<file path="src/rtl/lse_pkg.sv">
package lse_pkg;
    localparam int unsigned PTR_W = 8;
    localparam int unsigned SUM_W = 16;

    typedef enum logic [1:0] {
        ST_IDLE  = 2'd0,
        ST_ACCUM = 2'd1,
        ST_FETCH = 2'd2,
        ST_FIN   = 2'd3
    } lse_state_e;

    typedef struct packed {
        logic init;     // load restart values
        logic ld_total; // load accumulator
        logic ld_link;  // load node and value address registers
        logic addr_sel; // 0: value address, 1: node address
        logic add_sel;  // 0: total + data, 1: data + 1
        logic fin;      // finished flag
    } lse_ctl_t;
endpackage

</file>
<file path="src/rtl/lse_ctrl.sv">
module lse_ctrl
    import lse_pkg::*;
(
    input  logic     clk,
    input  logic     rst_n,
    input  logic     start,
    input  logic     ptr_zero,
    output lse_ctl_t ctl
);
    lse_state_e state_q, state_d;

    always_comb begin
        state_d = state_q;
        if (start) begin
            state_d = ST_ACCUM;
        end else begin
            unique case (state_q)
                ST_IDLE:  state_d = ST_IDLE;
                ST_ACCUM: state_d = ST_FETCH;
                ST_FETCH: state_d = ptr_zero ? ST_FIN : ST_ACCUM;
                ST_FIN:   state_d = ST_FIN;
                default:  state_d = ST_IDLE;
            endcase
        end
    end

    always_ff @(posedge clk or negedge rst_n) begin
        if (!rst_n) state_q <= ST_IDLE;
        else        state_q <= state_d;
    end

    always_comb begin
        ctl = '0;
        ctl.init = start;
        unique case (state_q)
            ST_IDLE: ;
            ST_ACCUM: begin
                ctl.ld_total = !start;
                ctl.addr_sel = 1'b0;
                ctl.add_sel  = 1'b0;
            end
            ST_FETCH: begin
                ctl.ld_link  = !start;
                ctl.addr_sel = 1'b1;
                ctl.add_sel  = 1'b1;
            end
            ST_FIN: ctl.fin = 1'b1;
            default: ;
        endcase
    end

    // accumulate is always followed by fetch
    p_accum_then_fetch_r5: assert property (@(posedge clk) disable iff (!rst_n)
        (state_q == ST_ACCUM && !start) |=> (state_q == ST_FETCH));
    // start from any state restarts the walk
    p_restart_r8: assert property (@(posedge clk) disable iff (!rst_n)
        start |=> (state_q == ST_ACCUM));
    // a zero pointer in fetch ends the walk
    p_zero_ends_r6: assert property (@(posedge clk) disable iff (!rst_n)
        (state_q == ST_FETCH && ptr_zero && !start) |=> (state_q == ST_FIN));
    // the finished state holds until start
    p_fin_holds_r7: assert property (@(posedge clk) disable iff (!rst_n)
        (state_q == ST_FIN && !start) |=> (state_q == ST_FIN));
endmodule

</file>
<file path="src/rtl/lse_datapath.sv">
module lse_datapath
    import lse_pkg::*;
#(
    parameter int unsigned PW = PTR_W,
    parameter int unsigned SW = SUM_W
) (
    input  logic          clk,
    input  logic          rst_n,
    input  lse_ctl_t      ctl,
    input  logic [PW-1:0] mem_rdata,
    output logic [PW-1:0] mem_addr,
    output logic          ptr_zero,
    output logic [SW-1:0] result
);
    localparam int unsigned EXT_W = SW - PW;

    logic [PW-1:0] node_q;   // current node base address
    logic [PW-1:0] vaddr_q;  // precomputed value address
    logic [SW-1:0] total_q;

    logic [SW-1:0] opnd_a, opnd_b, add_out;

    // shared adder: total + sext(data) in accumulate, data + 1 in fetch
    always_comb begin
        if (ctl.add_sel) begin
            opnd_a = {{EXT_W{1'b0}}, mem_rdata};
            opnd_b = {{(SW-1){1'b0}}, 1'b1};
        end else begin
            opnd_a = total_q;
            opnd_b = {{EXT_W{mem_rdata[PW-1]}}, mem_rdata};
        end
        add_out = opnd_a + opnd_b;
    end

    assign mem_addr = ctl.addr_sel ? node_q : vaddr_q;
    assign ptr_zero = (mem_rdata == '0);
    assign result   = ctl.fin ? total_q : '0;

    always_ff @(posedge clk or negedge rst_n) begin
        if (!rst_n) begin
            node_q  <= '0;
            vaddr_q <= PW'(1);
            total_q <= '0;
        end else if (ctl.init) begin
            node_q  <= '0;
            vaddr_q <= PW'(1);
            total_q <= '0;
        end else begin
            if (ctl.ld_total) total_q <= add_out;
            if (ctl.ld_link) begin
                node_q  <= mem_rdata;
                vaddr_q <= add_out[PW-1:0];
            end
        end
    end

    // restart values loaded after start
    p_restart_vals_r2: assert property (@(posedge clk) disable iff (!rst_n)
        ctl.init |=> (total_q == '0 && node_q == '0 && vaddr_q == PW'(1)));
    // value address sits one above the freshly loaded node address
    p_link_pair_r4: assert property (@(posedge clk) disable iff (!rst_n)
        (ctl.ld_link && !ctl.init) |=> (vaddr_q == PW'(node_q + PW'(1))));
    // result frozen while finished
    p_result_hold_r7: assert property (@(posedge clk) disable iff (!rst_n)
        (ctl.fin && !ctl.init) |=> $stable(result));
    // total only moves on accumulate cycles
    p_total_quiet_r3: assert property (@(posedge clk) disable iff (!rst_n)
        (!ctl.ld_total && !ctl.init) |=> $stable(total_q));
endmodule

</file>
<file path="src/rtl/list_sum_engine.sv">
module list_sum_engine
    import lse_pkg::*;
(
    input  logic                 clk,
    input  logic                 rst_n,
    input  logic                 start,
    input  logic [PTR_W-1:0]     mem_rdata,
    output logic [PTR_W-1:0]     mem_addr,
    output logic                 done,
    output logic [SUM_W-1:0]     result
);
    lse_ctl_t ctl;
    logic     ptr_zero;

    lse_ctrl u_ctrl (
        .clk      (clk),
        .rst_n    (rst_n),
        .start    (start),
        .ptr_zero (ptr_zero),
        .ctl      (ctl)
    );

    lse_datapath #(.PW(PTR_W), .SW(SUM_W)) u_dp (
        .clk       (clk),
        .rst_n     (rst_n),
        .ctl       (ctl),
        .mem_rdata (mem_rdata),
        .mem_addr  (mem_addr),
        .ptr_zero  (ptr_zero),
        .result    (result)
    );

    assign done = ctl.fin;

    // done stays high until start
    p_done_sticky_r7: assert property (@(posedge clk) disable iff (!rst_n)
        (done && !start) |=> done);
    // no finish without a walk after reset
    p_no_spurious_done_r1: assert property (@(posedge clk) disable iff (!rst_n)
        start |=> !done);
endmodule

</file>
<file path="config.mk">
export PLATFORM = sky130hd
export DESIGN_NAME = list_sum_engine
export DESIGN_NICKNAME = d
export VERILOG_FILES = /design/src/rtl/lse_pkg.sv /design/src/rtl/lse_ctrl.sv /design/src/rtl/lse_datapath.sv /design/src/rtl/list_sum_engine.sv
export SDC_FILE = /design/constraint.sdc
export NUM_CORES = 1
export LEC_CHECK = 0
export BUFFER_PORTS_ARGS = -buffer_cell sky130_fd_sc_hd__buf_2
export CORE_MARGIN = 4
export CORE_UTILIZATION = 30
export DETAILED_ROUTE_END_ITERATION = 16
export GPL_ROUTABILITY_DRIVEN = 0
export HOLD_SLACK_MARGIN = 0.1
export PLACE_DENSITY = 0.46
export SYNTH_ARGS = -nofsm -noshare
export SYNTH_HDL_FRONTEND = slang
export SYNTH_SLANG_ARGS = --single-unit
</file>
<file path="constraint.sdc">
create_clock -name clk -period 6.8 [get_ports clk]
set_input_delay 0.68 -clock clk [delete_from_list [all_inputs] [get_ports clk]]
set_output_delay 0.68 -clock clk [all_outputs]
set_load 0.01 [all_outputs]
</file>
==> results.py <==
metrics = {
    "status": {
        "outcome": "completed",
    },
    "critical_path": {
        "crit_type": "reg2reg",
        "cp-end-kind": "register",
        "crit_buf_inv": 1,
        "required_ns": 6.94,
        "startpoint_type": "register",
        "max_stage_delay_ns": 0.76,
        "rrSetupSlack_ns": 3.05,
        "crit_top_cell": "a21o_1",
        "cp_cell_sequence": "nand2b_1 -> buf_4 -> and2_1 -> ha_1 -> a21o_1 -> a21o_1 -> a21oi_1 -> mux2_2 -> o22ai_1 -> o21ai_0 -> nor3b_2",
        "crit_fanout": 38,
        "slowest_stage": "dfrtp_1",
        "cp.arrival_ns": 3.89,
        "crit_family": "compound AO/OA/AOI/OAI gates",
    },
    "cts": {
        "numCtsBuffers": 5,
        "cts_tree": "built",
        "cts_setup_buffers": 0,
        "root_buffer": "clkbuf_8",
        "ctsHoldBuffers": 0,
        "post_cts_resized": 0,
        "cts.clk_slew.worst_paths_ns": 0.08,
        "clockBufferDepth": 2,
        "clk_latency_ns": 0.28,
        "htreeDepth": 2,
        "cts.sinks": 34,
    },
    "yosys": {
        "synth_area_um2": 2550,
        "synth_cells": 328,
        "seq_area_frac_synth_pct": 33.3,
        "async_reset_ff_share_pct": 100,
        "synth_edf_count": 0,
        "yosys_warnings": 0,
        "ys.flop_type": "dfrtp_1",
        "ys_types": 50,
        "syn_nets": 355,
        "synth_seq_cells": 34,
        "syn_area_per_cell_um2": 7.79,
    },
    "power_and_ir_drop": {
        "power.leakage_uw": 0.00150,
        "p_per_area_nw_per_um2": 224,
        "vdd_drop_max_v": 0.000115,
    },
    "floorplan": {
        "die_y_um": 100,
        "io_pins": 36,
        "core_um2": 8260,
        "initial_core_util_pct": 30.9,
        "die_w_um": 100,
        "num_rows": 33,
        "dieArea_um2": 10100,
    },
    "place": {
        "hpwl_um": 4760,
        "place_ws_ns": 3.10,
        "dpl.cell_count": 450,
        "placed_cell_area_um2": 2780,
        "io_buffers": 35,
    },
    "sta": {
        "tightest_slew_ns": 0.838,
        "hold_viol": 0,
        "finClkSkew_ns": 0.00607,
        "tns_ns": 0,
        "holdWs_ns": 0.477,
        "period_share_pct": 55.2,
        "rsz0062_at_grt": "no",
        "layout_setup_ws_ns": 3.05,
        "fmax_mhz": 267,
        "setup_violations": 0,
        "final_max_slew_viol_count": 0,
        "finalCriticalPeriod_ns": 3.75,
        "max-slew-margin-rel_pct": 44.0,
    },
    "drt": {
        "vias": 2272,
        "first_pass_iters": 4,
        "drc": 0,
        "via_per_inst": 4.96,
        "routedWlPerCell_um": 15.0,
        "wirelength_um": 6860,
        "drtIter0Drc": 100,
        "antenna_left": 0,
    },
    "worst_hold_path": {
        "hold_class": "reg2reg",
    },
    "global_route": {
        "overflow": 0,
        "antenna_found_initial": 0,
        "grt_usage_pct": 15.0,
        "grt_pass1_wl_um": 12000,
        "grt_pass1_vias": 2371,
        "grt_max_degree": 39,
    },
    "final_layout": {
        "final_nets": 379,
        "syn_to_final_growth_pct": 13.4,
        "design_area_um2": 2900,
        "mostFrequentLayoutCells": "nand2_1, buf_2, a21oi_1",
        "antennaDiodeCount": 0,
        "fin_cells": 458,
        "drive_gt1_share_pct": 16.7,
        "n_fill_cell": 910,
        "mostFrequentLayoutCell": "nand2_1",
    },
    "flow_run": {
        "maxCapViolations": 0,
    },
}
[power breakdown]
| part | internal (uW) | switching [uW] | total (uW) |
|---|---|---|---|
| clock network | 120 | 79.3 | 199 |
| registers | 221 | 17.6 | 239 |
| logic | 85.2 | 125 | 210 |
| total | 426 | 222 | 648 |
[routing by layer]
| metal | up-vias | share of wire (%) | GRT usage (%) | wire length, um |
|---|---|---|---|---|
| li1 | 1166 | - | - | - |
| met1 | 1058 | 50 | 20.9 | 3420 |
| met2 | 41 | 45 | 23.3 | 3060 |
| met3 | 7 | 4.1 | 3.13 | 283 |
| met4 | 0 | 1.4 | 4.25 | 95 |
| met5 | - | 0 | 0 | 0 |
[cell usage after synthesis, types with 2 or more instances]
cell / instances / area [um^2]
nand2_1: 91 / 342
a21oi_1: 34 / 170
dfrtp_1: 33 / 826
and3_1: 18 / 113
and2_1: 16 / 100
ha_1: 15 / 188
nor2_1: 15 / 56.3
clkbuf_1: 14 / 52.6
o21ai_0: 7 / 35.0
inv_1: 6 / 22.5
xnor2_1: 6 / 52.6
xor2_1: 6 / 52.6
nand3_1: 5 / 25.0
a211oi_1: 4 / 30.0
a31oi_1: 4 / 25.0
nand2b_1: 4 / 25.0
a21o_1: 3 / 22.5
nand4_1: 3 / 18.8
nor2b_1: 3 / 18.8
nor3_1: 3 / 15.0
o211ai_1: 3 / 22.5
o21a_1: 3 / 22.5
or2_2: 3 / 18.8
buf_2: 2 / 10.0
buf_4: 2 / 15.0
[sequential cells by signal (all words and copies together) (netlist names)]
name,flops
u_dp.total_q,16
u_dp.node_q,8
u_dp.vaddr_q,8
u_ctrl.state_q,2
[path summary, 6_finish.rpt]
kind                                    from          endpoint  cells past startpoint
min reg2reg                  u_dp.vaddr_q[0]   u_dp.vaddr_q[0]                      2
min in group asynchronous              rst_n   u_dp.total_q[0]                      1
max in group asynchronous              rst_n   u_dp.vaddr_q[7]                      1
max reg2reg                u_ctrl.state_q[0]  u_dp.total_q[15]                     11
max                        u_ctrl.state_q[0]  u_dp.total_q[15]                     11
min                          u_dp.vaddr_q[0]   u_dp.vaddr_q[0]                      2
[cell families after synthesis]
logic type / Yosys count / synth area share [%]
buffers and inverters: 27 / 5.04
XOR/XNOR: 12 / 4.11
adder cells (fa/ha/maj): 16 / 8.13
flip-flops: 34 / 33.3
AO/OA/AOI/OAI: 69 / 17.1
multiplexers: 1 / 0.441
AND/OR/NAND/NOR: 169 / 31.8
[per-stage QoR]
stage               total power (uW)  util (%)
detailed placement               454      33.7
floorplan                        400         -
CTS                              660      35.1
global route                     702      35.1
global placement                 454      33.7
finish                           648      35.1
[final cells by class]
| type | count | area [um^2] | area share [%] |
|---|---|---|---|
| clock inverters | 1 | 30.0 | 1.04 |
| repair buffers | 38 | 198 | 6.83 |
| inverters | 6 | 22.5 | 0.778 |
| flip-flops and latches | 34 | 852 | 29.4 |
| multi-input cells | 267 | 1580 | 54.4 |
| clock buffers | 7 | 86.3 | 2.98 |
| well taps | 105 | 131 | 4.54 |
[worst register-to-register path, stage by stage, from the launching register on]
cell and delay, ns:
dfrtp_1 0.76, nand2b_1 0.33, buf_4 0.39, and2_1 0.39, ha_1 0.35, a21o_1 0.21, a21o_1 0.17, a21oi_1 0.20
mux2_2 0.36, o22ai_1 0.18, o21ai_0 0.11, nor3b_2 0.16
(Power assumes the default switching activity.)
